--- src/rtl/pwr_domain_seq.sv ---
`timescale 1ns/1ps
module pwr_domain_seq #(
  parameter int PDN_W     = 4,
  parameter int ACK_W     = 4,
  parameter bit USE_ACK   = 1'b1,
  parameter bit HAS_BPROT = 1'b1,
  parameter int TMO_CYC   = 1024
) (
  input  logic             clk,
  input  logic             rst_n,
  input  logic             req_on,
  input  logic             req_off,
  input  logic             sw_ack1,
  input  logic             sw_ack2,
  input  logic [ACK_W-1:0] sram_ack,
  input  logic             bprot_ack,
  output logic [4:0]       pwr_ctl,
  output logic [PDN_W-1:0] sram_pdn,
  output logic             bprot_req,
  output logic             busy,
  output logic             done,
  output logic             err,
  output logic             pwr_on
);
  localparam int TW = (TMO_CYC > 2) ? $clog2(TMO_CYC) : 1;
  localparam logic [TW-1:0] TOP = TW'(TMO_CYC - 1);
  localparam int B_RSTN = 0, B_ISO = 1, B_EN1 = 2, B_EN2 = 3, B_CKD = 4;

  typedef enum logic [4:0] {
    S_IDLE, S_ERR,
    U_EN1, U_EN2, U_WPWR, U_CLK, U_ISO, U_RST, U_SRAM, U_WSRAM, U_BPR, U_WBP, U_FIN,
    D_BPR, D_WBP, D_SRAM, D_WSRAM, D_ISO, D_RST, D_CLK, D_EN1, D_EN2, D_WPWR, D_FIN
  } st_t;

  st_t st;
  logic [TW-1:0] tmr;

  assign busy = (st != S_IDLE) && (st != S_ERR);

  st_t first_dn, after_usram;
  assign first_dn    = HAS_BPROT ? D_BPR : D_SRAM;
  assign after_usram = USE_ACK ? U_WSRAM : (HAS_BPROT ? U_BPR : U_FIN);

  always_ff @(posedge clk or negedge rst_n) begin
    if (!rst_n) begin
      st        <= S_IDLE;
      pwr_ctl   <= 5'b10010;
      sram_pdn  <= '1;
      bprot_req <= HAS_BPROT;
      pwr_on    <= 1'b0;
      done      <= 1'b0;
      err       <= 1'b0;
      tmr       <= TOP;
    end else begin
      done <= 1'b0;
      case (st)
        S_IDLE: begin
          if (req_on) begin
            if (pwr_on) done <= 1'b1;
            else        st   <= U_EN1;
          end else if (req_off) begin
            if (!pwr_on) done <= 1'b1;
            else         st   <= first_dn;
          end
        end
        S_ERR: begin
          if (req_on) begin
            err <= 1'b0;
            st  <= U_EN1;
          end else if (req_off) begin
            err <= 1'b0;
            st  <= first_dn;
          end
        end
        U_EN1: begin pwr_ctl[B_EN1] <= 1'b1; st <= U_EN2; end
        U_EN2: begin pwr_ctl[B_EN2] <= 1'b1; tmr <= TOP; st <= U_WPWR; end
        U_WPWR: begin
          if (sw_ack1 && sw_ack2) st <= U_CLK;
          else if (tmr == '0) begin st <= S_ERR; err <= 1'b1; end
          else tmr <= tmr - 1'b1;
        end
        U_CLK: begin pwr_ctl[B_CKD]  <= 1'b0; st <= U_ISO; end
        U_ISO: begin pwr_ctl[B_ISO]  <= 1'b0; st <= U_RST; end
        U_RST: begin pwr_ctl[B_RSTN] <= 1'b1; st <= U_SRAM; end
        U_SRAM: begin sram_pdn <= '0; tmr <= TOP; st <= after_usram; end
        U_WSRAM: begin
          if (sram_ack == '0) st <= HAS_BPROT ? U_BPR : U_FIN;
          else if (tmr == '0) begin st <= S_ERR; err <= 1'b1; end
          else tmr <= tmr - 1'b1;
        end
        U_BPR: begin bprot_req <= 1'b0; tmr <= TOP; st <= U_WBP; end
        U_WBP: begin
          if (!bprot_ack) st <= U_FIN;
          else if (tmr == '0) begin st <= S_ERR; err <= 1'b1; end
          else tmr <= tmr - 1'b1;
        end
        U_FIN: begin pwr_on <= 1'b1; done <= 1'b1; st <= S_IDLE; end
        D_BPR: begin bprot_req <= 1'b1; tmr <= TOP; st <= D_WBP; end
        D_WBP: begin
          if (bprot_ack) st <= D_SRAM;
          else if (tmr == '0) begin st <= S_ERR; err <= 1'b1; end
          else tmr <= tmr - 1'b1;
        end
        D_SRAM: begin sram_pdn <= '1; tmr <= TOP; st <= USE_ACK ? D_WSRAM : D_ISO; end
        D_WSRAM: begin
          if (&sram_ack) st <= D_ISO;
          else if (tmr == '0) begin st <= S_ERR; err <= 1'b1; end
          else tmr <= tmr - 1'b1;
        end
        D_ISO: begin pwr_ctl[B_ISO]  <= 1'b1; st <= D_RST; end
        D_RST: begin pwr_ctl[B_RSTN] <= 1'b0; st <= D_CLK; end
        D_CLK: begin pwr_ctl[B_CKD]  <= 1'b1; st <= D_EN1; end
        D_EN1: begin pwr_ctl[B_EN1]  <= 1'b0; st <= D_EN2; end
        D_EN2: begin pwr_ctl[B_EN2]  <= 1'b0; tmr <= TOP; st <= D_WPWR; end
        D_WPWR: begin
          if (!sw_ack1 && !sw_ack2) st <= D_FIN;
          else if (tmr == '0) begin st <= S_ERR; err <= 1'b1; end
          else tmr <= tmr - 1'b1;
        end
        D_FIN: begin pwr_on <= 1'b0; done <= 1'b1; st <= S_IDLE; end
        default: st <= S_IDLE;
      endcase
    end
  end
endmodule


--- config.mk ---
export PLATFORM = sky130hd
export DESIGN_NAME = pwr_domain_seq
export DESIGN_NICKNAME = d
export VERILOG_FILES = /design/src/rtl/pwr_domain_seq.sv
export SDC_FILE = /design/constraint.sdc
export NUM_CORES = 1
export LEC_CHECK = 0
export BUFFER_PORTS_ARGS = -buffer_cell sky130_fd_sc_hd__buf_4
export CAP_MARGIN = 5
export CORE_MARGIN = 3
export CORE_UTILIZATION = 57
export DETAILED_ROUTE_END_ITERATION = 16
export PLACE_DENSITY_LB_ADDON = 0.25
export SLEW_MARGIN = 40
export SYNTH_ARGS = -nofsm -noshare
export SYNTH_HDL_FRONTEND = slang
export SYNTH_SLANG_ARGS = --single-unit
--- constraint.sdc ---
create_clock -name clk -period 2.6 [get_ports clk]
set_clock_uncertainty 0.2 [all_clocks]
set_input_delay 0.39 -clock clk [delete_from_list [all_inputs] [get_ports clk]]
set_output_delay 0.39 -clock clk [all_outputs]
set_load 0.02 [all_outputs]
; ---- After elaboration in Yosys (flattened, before gate mapping)
; Cells that the tools add are included.
[word_totals]
input_bits = 11
output_inout_bits = 14
register_bits = 28
elab_cells = 117
[classes]
addsub = 1
reduce_logical = 25
eq_ne = 34
muxes = 45
[ops]
columns = op, count
row1 = $pmux 5 s22, 1
row2 = $mux 10, 7
row3 = $pmux 10 s7, 1
row4 = $mux 5, 13
row5 = $eq 5x4->1 const B, 8
row6 = $eq 5x5->1 const B, 8
row7 = $eq 5x3->1 const B, 4
row8 = $pmux 1 s2, 8
row9 = $reduce_bool 2->1, 8
row10 = $reduce_bool 7->1, 2
row11 = $mux 1, 13
row12 = $ne 2x2->1 const B, 6
row13 = $ne 3x3->1 const B, 4
row14 = $eq 5x2->1 const B, 2
row15 = $logic_not 10->1, 1
row16 = $sub 10x1->10 const B, 1
row17 = $pmux 4 s2, 1
row18 = $reduce_and 4->1, 2
row19 = $reduce_and 8->1, 1
row20 = $pmux 1 s7, 1
row21 = $reduce_and 7->1, 1
row22 = $reduce_or 6->1, 1
row23 = $eq 5x1->1 const B, 1
row24 = $logic_not 5->1, 1
row25 = 6 further kinds, 9

; ---- Logic depth before layout (Yosys ltp)
; Gate-level depths: netlist of the first run.
[depth]
depth_word = 4
ltp_mapped = 9
mapped_depth_nobuf = 8

; ---- Worst setup path before layout of the first run
; No wires, ideal clock.
[synth_path]
path_type = register to register
startpoint = reg tmr[0]
endpoint = reg tmr[2]
n_path_buf = 1
path_stages_with_launch = 10
setup_time_ps = 85
period_less_slack_ps = 2206
path_slack_ps = 394
t_arrival_ps = 1921
path_cell_list = dfstp_2 -> inv_1 -> ha_1 -> or4b_1 -> nor3_4 -> a311oi_2 -> and3_1 -> buf_2 -> a211oi_2 -> a31oi_1
[synth_via]
elab_chain_len = 4
[synth_lines]
columns = item, line_no
row1 = start: declaration, 36  ; logic [TW-1:0] tmr;
row2 = start signal: assignment, 80  ; else tmr <= tmr - 1'b1;
row3 = start signal: assignment, 89  ; else tmr <= tmr - 1'b1;
row4 = start signal: assignment, 95  ; else tmr <= tmr - 1'b1;
row5 = $sub 10x1->10 / $logic_not 10->1 (equally long branches), -
row6 = $mux 10 (*), -
row7 = $mux 10 (tied with other cells), 116  ; if (!sw_ack1 && !sw_ack2) st <= D_FIN;
row8 = $pmux 10 s7 (*), 56  ; case (st)
; Every way passes the cells marked *; elsewhere a longest branch is shown, timed or not. The select of a mux whose other input is x is not followed.
; A chain may end at the register's enable or synchronous reset.

; ---- Worst setup path after layout of the first run
[layout_path]
startpoint = reg st[3]
endpoint = reg tmr[6]
[layout_via]
elab_chain_len = 4
[layout_lines]
columns = item, line_no
row1 = start: declaration, 35  ; st_t st;
row2 = start signal: assignment, 63  ; else st <= first_dn;
row3 = start signal: assignment, 72  ; st <= first_dn;
row4 = start signal: assignment, 87  ; if (sram_ack == '0) st <= HAS_BPROT ? U_BPR : U_FIN;
row5 = $eq 5x5->1 (tied with other cells), 56
row6 = $reduce_or 6->1 (no source line), -
row7 = $reduce_bool 7->1 (no source line), -
row8 = $reduce_and 7->1 (no source line), -
; Parallel ways exist; a longest one is shown, timed or not.

==> summary.md, run 1 <==
| Metric | Value |
|---|---|
| RR Startpoint | st[3]$_DFFE_PN0P_ |
| First-pass GRT wire length | 9.07 mm |
| Met2 wire length | 2.41 mm |
| Seq cells post-synth | 25 |
| CP max stage cell | dfrtp_1 |
| TritonCTS clock tree | done |
| Clock power share | 0.077 |
| Setup bufs post-CTS | 0 |
| HP Class | input pin to register |
| Status | completed |
| Max stage delay on crit path | 0.59 ns |
| Total GRT Usage | 0.268 |
| Remaining Overflow, GRT | 0 |
| H-tree depth | 1 |
| Setup_tns | 0 ns |
| Data required, critical path | 2.69 ns |
| IO Pins | 25 |
| Starting Density | 0.628 |
| RSZ-0062 raised after global routing | false |
| Total wire length | 5.30 mm |
| Main synth FF type | dfstp_2 |
| N_diodes | 0 |
| Highest Signal Layer | met4 |
| Crit-path cells | and4b_1 -> and3_1 -> a211oi_2 -> nand3_2 -> nor4_2 -> mux2i_1 |
| Commonest non-fill, non-tap cells in the layout | buf_4, nor2_1, o21ai_0 |
| Mapped Cells | 254 |
| Drt drc | 0 |
| Maximum vdd drop | 0.000699 V |
| Initial antenna violation count | 0 |
| Vias in the first global route | 1884 |
| CORE AREA | 3200 um2 |
| Final hold vios | 0 |
| Worst-skew pair later-pin latency | 0.34 ns |
| Cell Area, Placed | 2280 um2 |
| Chip width | 65.4 um |
| Met3 wire length | 408 um |
| Area contributors post-synth | dfstp_2, dfrtp_1, o21ai_0 |
| Synth cell types | 64 |
| Async SR Flop Fraction | 1.00 |
| Most common cell after layout, fill and taps aside | buf_4 |
| CTS Buf Count | 3 |
| CTS root buf | clkbuf_4 |
| Synth Warn # | 0 |
| Setup crit end | tmr[6]$_DFFE_PN1P_ |
| Final Slew Violations | 0 |
| Syn-to-layout area delta | 15.6% |
| Area leader, netlist | dfstp_2 |
| Routed wire per std cell | 16.3 um |
| Met1 wire length | 2.46 mm |
| PortBufs | 24 |
| Worst Hold Launch | req_off |
| Period utilization | 0.929 |
| Vias/cell | 6.34 |
| Initial DRC count | 204 |
| NumNets Final | 295 |
| Largest fanout on the critical path | 14 |
| Kind of critical path | register to register |
| Internal Pwr Total | 1.27 mW |
| Critical Path Start | st[3]$_DFFE_PN0P_ |
| GPL Wtd Cong | 0.926 |
| CP startpoint kind | register |
| Sequential-to-total area share from yosys stat | 0.320 |
| Share of post-route cells with drive strength above 1 | 0.263 |
| Syn nets | 267 |
| Mean post-synth cell area | 7.92 um2 |
| Post-synth EDFFs | 0 |
| Comb pwr share | 0.649 |
| Switching portion of total power | 0.505 |
| DP HPWL | 3.85 mm |
| Critical R2R Capture | tmr[6]$_DFFE_PN1P_ |
| ANT nets after route | 0 |
| LEAKAGE | 0.946 nW |
| Data arrival, critical path | 2.50 ns |
| Die ar. | 4280 um2 |
| Reg power frac | 0.273 |
| WP depth | 6 |
| Clock sinks | 25 |
| Power Total | 2.56 mW |
| Synthesized area | 2010 um2 |
| Critical Path End Type | register |
| Post-route cell area | 2320 um2 |
| Crit-path leading delay family | simple AND/OR/NAND/NOR gates |
| P per Cell Area | 1100 nW/um2 |
| Vias | 2059 |
| Clock Pin Slew Worst Setup and Hold Paths | 0.16 ns |
| Max-cap viol count | 0 |
| Max clock buf depth | 2 |
| Peak Freq | 0.414 GHz |
| Relative slew slack | 0.665 |
| Setup-failing EPs final | 0 |
| Reg2Reg Setup Slack | 0.18 ns |
| Rows | 20 |
| Least-Margin Pin Slew | 0.503 ns |
| Synth top area share | 0.183 |
| FF-to-FF path depth | 6 |
| Final min period | 2.42 ns |
| Pin count of the biggest net entering global routing | 26 |
| Pre-antenna DRT Iters | 5 |
| WP buf/inv | 0 |
| Psw | 1.29 mW |
| Die height | 65.4 um |
## worst min-delay path by stage
stage / end / cells after the start / slack (ns)
finish: err$_DFFE_PN0P_ / 3 / 0.20
global route: err$_DFFE_PN0P_ / 3 / 0.21
CTS: st[0]$_DFFE_PN0P_ / 3 / 0.20
detailed placement: pwr_ctl[2]$_DFFE_PN0P_ / 1 / 0.12
global placement: pwr_ctl[2]$_DFFE_PN0P_ / 1 / 0.12
floorplan: done$_DFF_PN0_ / 0 / -0.11
## routing by layer
layer | vias up | GRT usage
met5 | - | 0
met3 | 4 | 0.0410
met4 | 0 | 0.0440
li1 | 996 | -
met1 | 953 | 0.398
met2 | 106 | 0.420
## cells by family (layout without fill, tap and decap cells)
group	count (synthesis)	after routing	share of synthesized area
buffers and inverters	30	57	0.0678
adder cells (fa/ha/maj)	2	2	0.0124
XOR/XNOR	3	3	0.0131
AND/OR/NAND/NOR	107	107	0.291
AO/OA/AOI/OAI	85	85	0.286
flip-flops	25	25	0.320
multiplexers	2	2	0.00996
## Yosys cell counts, drive strengths merged, types with 2 or more instances
cell type and n:
nor2 30, o21ai 27, nand2 21, a21oi 18
dfstp 14, buf 12, dfrtp 11, nor3 11
inv 9, nand2b 9, clkbuf 8, nand3 8
a31oi 6, a211oi 4, nor4 4, o31ai 4
nand3b 3, nor2b 3, or3 3, a21o 2
a41o 2, and3 2, ha 2, mux2i 2
nor3b 2, o211a 2, o22ai 2, o311ai 2
o32ai 2, or4 2, xnor2 2
## area by class of cell
| class | instances | area, um2 |
|---|---|---|
| tap | 44 | 55.1 |
| timing repair buffer | 43 | 325 |
| multi-input combinational | 199 | 1230 |
| fill | 267 | 878 |
| inverter | 10 | 37.5 |
| sequential | 25 | 644 |
| clock buffer | 3 | 22.5 |
| clock inverter | 1 | 8.76 |
## per-stage QoR
step / instances / hold slack [ns] / setup WS, ns / utilization
2_1_floorplan: 254 / -0.106 / 0.394 / -
4_1_cts: 325 / 0.195 / 0.145 / 0.725
5_1_grt: 325 / 0.208 / 0.0528 / 0.726
3_3_place_gp: 320 / 0.117 / 0.240 / 0.713
3_5_place_dp: 320 / 0.116 / 0.182 / 0.713
6_report: 325 / 0.199 / 0.184 / 0.726
## state kept, by name, indices dropped and copies added (netlist names)
name and cells:
err 1, pwr_on 1, bprot_req 1, tmr 10, sram_pdn 1, st 5
pwr_ctl 5, done 1
## power by group through the flow
| stage | Combinational [mW] | Sequential [mW] | Clock (mW) |
|---|---|---|---|
| 3_5_place_dp | 1.62 | 0.693 | 0 |
| 3_3_place_gp | 1.61 | 0.691 | 0 |
| 2_1_floorplan | 1.19 | 0.629 | 0 |
| 6_report | 1.66 | 0.699 | 0.197 |
| 4_1_cts | 1.64 | 0.688 | 0.201 |
| 5_1_grt | 1.85 | 0.711 | 0.215 |
## worst reg2reg max path: stages (launching register included)
cell	delay [ns]
dfrtp_1	0.59
and4b_1	0.30
and3_1	0.21
a211oi_2	0.31
nand3_2	0.25
nor4_2	0.29
mux2i_1	0.22
## repair_timing
action,4_1_cts,5_1_grt
hold buffers,1,0
hold endpoints to repair,11,0
setup endpoints to repair,0,2
gates resized for setup,0,1
No activity file was read; power rests on OpenSTA's default activity.
==> run 2, diff against run 1 <==
- ABC_AREA: not set -> 1
- CORE_ASPECT_RATIO: not set -> 1.5
==> run 2 against run 1 <==
Net effect: non-clock buffer count is 17 lower; setup slack better by 0.035 ns; count of clock-buffer cells in the layout stayed put; clock power increased by 17%; via count down 1.9%; wire length shrank 1.2%; sequential share of layout area rose by 2.4 points; die area is 4.7% lower; synthesized cell count grew 19%; area after synthesis down 5.5%; power is 15% higher; critical endpoint unchanged.
==> summary.md, run 2 <==
| Metric | Value |
|---|---|
| Status | completed |
| Top Registers | tmr: 10 flops, pwr_ctl: 5 flops, st: 5 flops |
| Crit-path leading delay family | simple AND/OR/NAND/NOR gates |
| Peak Freq | 0.420 GHz (+1.5%) |
| Area leader, netlist | nand2_1 |
| CORE AREA | 3160 um2 (-1.4%) |
| Setup_tns | 0 ns (unchanged) |
| Post-synth EDFFs | 0 (unchanged) |
| P per Cell Area | 1380 nW/um2 (+26%) |
| Total wire length | 5.24 mm (-1.2%) |
| Max clock buf depth | 2 (unchanged) |
| PortBufs | 24 (unchanged) |
| Pin count of the biggest net entering global routing | 26 (unchanged) |
| Kind of critical path | register to register |
| Core Util, Final | 0.676 (-0.0497) |
| DP HPWL | 4.17 mm (+8.3%) |
| Most used cell, CP | nand2_1 |
| Synthesized area | 1900 um2 (-5.5%) |
| Syn nets | 315 (+18%) |
| Final min period | 2.38 ns (-0.0349 ns) |
| Vias | 2020 (-1.9%) |
| GPL Wtd Cong | 1.01 (+8.6%) |
| Worst-skew pair later-pin latency | 0.27 ns (-0.07 ns) |
| Async SR Flop Fraction | 1.00 (unchanged) |
| Largest fanout on the critical path | 13 (-1) |
| Final hold vios | 0 (unchanged) |
| Fill count | 311 (+16%) |
| Initial antenna violation count | 0 (unchanged) |
| Setup bufs post-CTS | 0 (unchanged) |
| Most common cell after layout, fill and taps aside | nand2_1 |
| Vias/cell | 5.55 (-12%) |
| Rows | 25 (+25%) |
| Area contributors post-synth | nand2_1, dfstp_2, dfrtp_1 |
| RSZ-0062 raised after global routing | false |
| Chip width | 53.1 um (-19%) |
| Setup WS post-layout | 0.219 ns (+0.0349 ns) |
| Least-Margin Pin Slew | 0.492 ns (-0.0117 ns) |
| Die height | 76.7 um (+17%) |
| Vias in the first global route | 1964 (+4.2%) |
| Max reg flops | 10 (unchanged) |
| Seq cells post-synth | 25 (unchanged) |
| Commonest non-fill, non-tap cells in the layout | nand2_1, nor2_1, nand3_1 |
| Clock Pin Slew Worst Setup and Hold Paths | 0.09 ns (-0.07 ns) |
| H-tree depth | 1 (unchanged) |
| Finished Layout Cells | 364 (+12%) |
| Max stage delay on crit path | 0.56 ns (-0.03 ns) |
| Sequential-to-total area share from yosys stat | 0.339 (+0.0188) |
| Share of post-route cells with drive strength above 1 | 0.198 (-0.0658) |
| Total GRT Usage | 0.285 (+0.0163) |
| N_diodes | 0 (unchanged) |
| WP buf/inv | 1 (+1) |
| Relative slew slack | 0.672 (+0.00742) |
| Period utilization | 0.916 (-0.0134) |
| Synth cell types | 27 (-58%) |
| Cell Area, Placed | 2080 um2 (-9.0%) |
| Main synth FF type | dfstp_2 |
| Commonest cells post-synth | nand2_1, nor2_1, nand3_1 |
| Data required, critical path | 2.60 ns (-0.09 ns) |
| Data arrival, critical path | 2.38 ns (-0.12 ns) |
| Die ar. | 4080 um2 (-4.7%) |
| Post-route cell area | 2140 um2 (-8.1%) |
| Pre-antenna DRT Iters | 4 (-1) |
| CTS Buf Count | 3 (unchanged) |
| Remaining Overflow, GRT | 0 (unchanged) |
| TritonCTS clock tree | done |
| Synth top area share | 0.209 (+0.0265) |
| First-pass GRT wire length | 8.78 mm (-3.2%) |
| CP startpoint kind | register |
| Setup-failing EPs final | 0 (unchanged) |
| Syn-to-layout area delta | 12.5% |
| Critical Path End Type | register |
| LEAKAGE | 1.18 nW (+24%) |
| Top reg by flops | tmr |
| IO Pins | 25 (unchanged) |
| Worst slack at placement | 0.126 ns (-0.0564 ns) |
| Max-cap viol count | 0 (unchanged) |
| Mapped Cells | 302 (+19%) |
| ANT nets after route | 0 (unchanged) |
| Mean post-synth cell area | 6.29 um2 (-21%) |
| Most frequent cell after synthesis | nand2_1 |
| Drt drc | 0 (unchanged) |
| HP Class | input pin to register |
| CTS root buf | clkbuf_8 |
| Power Total | 2.95 mW (+15%) |
| Cell Count Post-Placement | 359 (+12%) |
| Initial DRC count | 71 (-65%) |
| Final Hold Slack | 0.190 ns (-0.00956 ns) |
| Reg2Reg Setup Slack | 0.22 ns (+0.03 ns) |
| Starting Density | 0.601 (-0.0265) |
| Maximum vdd drop | 0.000847 V (+21%) |
| Synth Warn # | 0 (unchanged) |
| CP max stage cell | dfrtp_1 |
| NumNets Final | 338 (+15%) |
| Final Slew Violations | 0 (unchanged) |
| Crit-path cells | inv_2 -> nand3_1 -> nor2_1 -> nand2_1 -> nand3_2 -> nor2_2 -> nand2_2 -> nand2_1 -> nand2_1 |
| Clock sinks | 25 (unchanged) |
| Routed wire per std cell | 14.4 um (-12%) |
run 2: changes by cell type after synthesis, sizes merged, moves of 9 or more:
cell    change
nor2       +24
nand2      +88
inv        +15
a21oi       -9
nand3      +35
o21ai      -21
nand2b      -9
run 2: worst paths after layout:
path | to | from | cells past startpoint
max | tmr[6]$_DFFE_PN1P_ | st[4]$_DFFE_PN0P_ | 9
min | done$_DFF_PN0_ | req_off | 3
max reg2reg | tmr[6]$_DFFE_PN1P_ | st[4]$_DFFE_PN0P_ | 9
min reg2reg | pwr_ctl[1]$_DFFE_PN1P_ | pwr_ctl[1]$_DFFE_PN1P_ | 2
max in group asynchronous | tmr[9]$_DFFE_PN1P_ | rst_n | 2
min in group asynchronous | pwr_ctl[0]$_DFFE_PN0P_ | rst_n | 2
run 2: layout make-up:
| class | instances | area (um2) | area share |
|---|---|---|---|
| Inverter | 24 | 90.1 | 0.0422 |
| Clock inverter | 1 | 5.00 | 0.00234 |
| Timing Repair Buffer | 26 | 198 | 0.0926 |
| Tap cell | 40 | 50.0 | 0.0234 |
| Clock buffer | 3 | 41.3 | 0.0193 |
| Multi-Input combinational cell | 245 | 1110 | 0.519 |
| Sequential cell | 25 | 643 | 0.301 |
run 2: what timing repair did:
| action | in CTS | in global routing |
|---|---|---|
| hold buffers | 1 | 0 |
| resized for setup | 0 | 1 |
| endpoints found under the setup margin | 0 | 10 |
| endpoints found under the hold margin | 11 | 0 |
run 2: worst min-delay path, delay by kind of cell:
family,cells,cell delay [ns]
buffers and inverters,1,0.08
AO/OA/AOI/OAI,1,0.08
AND/OR/NAND/NOR,1,0.07
run 2: kinds of logic after synthesis:
logic type | count (synthesis) | share of synthesized area
simple gates | 222 | 0.505
fa+ha+maj | 2 | 0.0132
compound gates | 18 | 0.0507
flops | 25 | 0.339
buf+inv | 32 | 0.0790
xor+xnor | 3 | 0.0138
run 2: metal layers:
layer	wire, um	vias up	global-route usage
met1	2020	926	0.314
li1	-	1009	-
met2	2790	62	0.502
met3	175	23	0.0311
met4	247	0	0.159
met5	0	-	0
run 2: where the power goes:
group | total, mW | internal (mW) | switching [mW]
clock | 0.231 | 0.107 | 0.124
sequential | 0.883 | 0.653 | 0.230
combinational | 1.84 | 0.627 | 1.21
==> run 3, diff against run 2 <==
- clock period: 2.6 -> 2.5 ns (I/O delays scaled with it)
==> run 3 against run 2 <==
Net effect: count of clock-buffer cells in the layout stayed put; via count hardly changed; cell count is 0.27% higher; setup slack better by 0.066 ns; worst hold slack worse by 0.032 ns; register-to-register slack improved by 0.13 ns; utilization is 0.16 points higher; wire length down 7.5%; flip-flop and latch count is the same; critical path depth fell by 2.
==> summary.md, run 3 (synthesis results as in run 2) <==
| Metric | Value |
|---|---|
| Drt drc | 0 (unchanged) |
| P per Cell Area | 1420 nW/um2 (+2.8%) |
| Internal Pwr Total | 1.45 mW (+4.6%) |
| Setup crit end | busy |
| Die height | 76.7 um (unchanged) |
| Clock power share | 0.078 (about the same) |
| Max clock buf depth | 2 (unchanged) |
| WP buf/inv | 3 (+2) |
| CTS Buf Count | 3 (unchanged) |
| HP Class | input pin to register |
| Crit-path leading delay family | simple AND/OR/NAND/NOR gates |
| Setup_tns | 0 ns (unchanged) |
| CP startpoint kind | register |
| Final min period | 2.21 ns |
| Pre-antenna DRT Iters | 6 (+2) |
| RSZ-0062 raised after global routing | false |
| Final Hold Slack | 0.158 ns (-0.0319 ns) |
| Chip width | 53.1 um (unchanged) |
| CP max stage cell | dfrtp_1 |
| Clock Pin Slew Worst Setup and Hold Paths | 0.09 ns (about the same) |
| Vias | 2021 (+0.050%) |
| Grt met1 use | 0.302 (-0.0125) |
| Vias in the first global route | 2020 (+2.9%) |
| Total wire length | 4.84 mm (-7.5%) |
| Clock sinks | 25 (unchanged) |
| Top reg by flops | tmr |
| Max reg flops | 10 (unchanged) |
| Starting Density | 0.601 (unchanged) |
| GPL Wtd Cong | 0.998 (-0.69%) |
| Top Registers | tmr: 10 flops, pwr_ctl: 5 flops, st: 5 flops |
| Fill count | 309 (-0.64%) |
| NumNets Final | 339 (+0.30%) |
| Max-cap viol count | 0 (unchanged) |
| Status | completed |
| Vias/cell | 5.54 (-0.22%) |
| Most common cell after layout, fill and taps aside | nand2_1 |
| IO Pins | 25 (unchanged) |
| Initial DRC count | 57 (-20%) |
| Comb pwr share | 0.619 (-0.004) |
| Final Slew Violations | 0 (unchanged) |
| Routed wire per std cell | 13.3 um (-7.8%) |
| CTS root buf | clkbuf_8 |
| WP depth | 7 (-2) |
| Critical Path Start | st[1]$_DFFE_PN0P_ |
| Pin count of the biggest net entering global routing | 26 (unchanged) |
| Setup bufs post-CTS | 0 (unchanged) |
| TritonCTS clock tree | done |
| Period utilization | 0.886 |
| Crit-path cells | inv_1 -> nand2_1 -> nor2_1 -> nand2_1 -> nand2_1 -> inv_1 -> buf_4 |
| Switching portion of total power | 0.523 (-0.00750) |
| H-tree depth | 1 (unchanged) |
| Power Total | 3.04 mW (+3.0%) |
| GRT met2 Usage | 0.473 (-0.0299) |
| Total GRT Usage | 0.271 (-0.0140) |
| Commonest non-fill, non-tap cells in the layout | nand2_1, nor2_1, nand3_1 |
| RR Startpoint | st[4]$_DFFE_PN0P_ |
| Critical R2R Capture | tmr[6]$_DFFE_PN1P_ |
| Psw | 1.59 mW (+1.5%) |
| Share of post-route cells with drive strength above 1 | 0.197 (-0.000608) |
| Maximum vdd drop | 0.000848 V (+0.12%) |
| ANT nets after route | 0 (unchanged) |
| Most used cell, CP | nand2_1 |
| Data arrival, critical path | 1.64 ns (-0.74 ns) |
| Max stage delay on crit path | 0.48 ns (-0.08 ns) |
| Critical Path End Type | output pin |
| Data required, critical path | 1.92 ns (-0.68 ns) |
| Syn-to-layout area delta | 12.7% |
| DP HPWL | 3.94 mm (-5.4%) |
| Grt peak-use layer | met2 |
| PortBufs | 24 (unchanged) |
| Die ar. | 4080 um2 (unchanged) |
| Final hold vios | 0 (unchanged) |
| Remaining Overflow, GRT | 0 (unchanged) |
| First-pass GRT wire length | 8.54 mm (-2.8%) |
| FF-to-FF path depth | 9 (unchanged) |
| Peak Freq | 0.452 GHz |
| Initial antenna violation count | 0 (unchanged) |
| CORE AREA | 3160 um2 (unchanged) |
| Kind of critical path | register to output pin |
| LEAKAGE | 1.18 nW (+0.24%) |
| Worst-skew pair later-pin latency | 0.26 ns (about the same) |
| Rows | 25 (unchanged) |
| Least-Margin Pin Slew | 0.390 ns (-0.101 ns) |
| Met3 Usage GRT | 0.0330 (+0.00194) |
| Largest fanout on the critical path | 9 (-4) |
| N_diodes | 0 (unchanged) |
| Reg2Reg Setup Slack | 0.35 ns (+0.13 ns) |
| Relative slew slack | 0.740 (+0.0679) |
| Setup-failing EPs final | 0 (unchanged) |
| Core Util, Final | 0.678 (+0.00158) |
| Reg power frac | 0.303 (+0.004) |
## run 3: changes by cell type in the layout (fill, tap and decap cells not counted), sizes merged
cell	change
buf	+1
## run 3: worst min-delay path by stage
stage               startpoint                endpoint  cells after the start
global route           req_off          done$_DFF_PN0_                      3
detailed placement       rst_n  pwr_ctl[0]$_DFFE_PN0P_                      1
CTS                    req_off          done$_DFF_PN0_                      3
global placement         rst_n  pwr_ctl[0]$_DFFE_PN0P_                      1
floorplan                rst_n          done$_DFF_PN0_                      0
finish                 req_off          done$_DFF_PN0_                      3
## run 3: worst min-delay path: cells and delay by family
family                 cells  cell delay (ns)
AO/OA/AOI/OAI              1             0.07
AND/OR/NAND/NOR            1             0.06
buffers and inverters      1             0.08
## run 3: repair_timing
item,4_1_cts,5_1_grt
endpoints found under the hold margin,11,0
hold buffers,1,0
resized for setup,0,0
## run 3: routing by layer
| metal | share of wire | up-vias | wire length, um |
|---|---|---|---|
| li1 | - | 1005 | - |
| met1 | 0.37 | 922 | 1780 |
| met2 | 0.54 | 71 | 2590 |
| met3 | 0.044 | 23 | 215 |
| met4 | 0.053 | 0 | 255 |
| met5 | 0 | - | 0 |
## run 3: area by class of cell
type                    count  area [um2]  share of cell area
flip-flops and latches     25         643               0.300
multi-input cells         245        1110               0.517
clock inverters             1        5.00             0.00234
clock buffers               3        41.3              0.0193
well taps                  40        50.0              0.0234
inverters                  24        90.1              0.0421
repair buffers             27         205              0.0959
## run 3: power groups by stage
stage                     registers, mW  logic [mW]  clock network (mW)
after floorplan                   0.904        1.42                   0
after global placement            0.918        1.84                   0
after detailed placement          0.922        1.88                   0
after CTS                         0.915        1.89               0.243
after global routing              0.953        2.17               0.256
final                             0.921        1.88               0.236
## run 3: stage by stage
stage,instances,setup WS [ns],cell area [um2]
2_1_floorplan,302,0.764,1900
3_3_place_gp,360,0.404,2080
3_5_place_dp,360,0.414,2080
4_1_cts,365,0.341,2140
5_1_grt,365,0.117,2140
6_report,365,0.286,2140
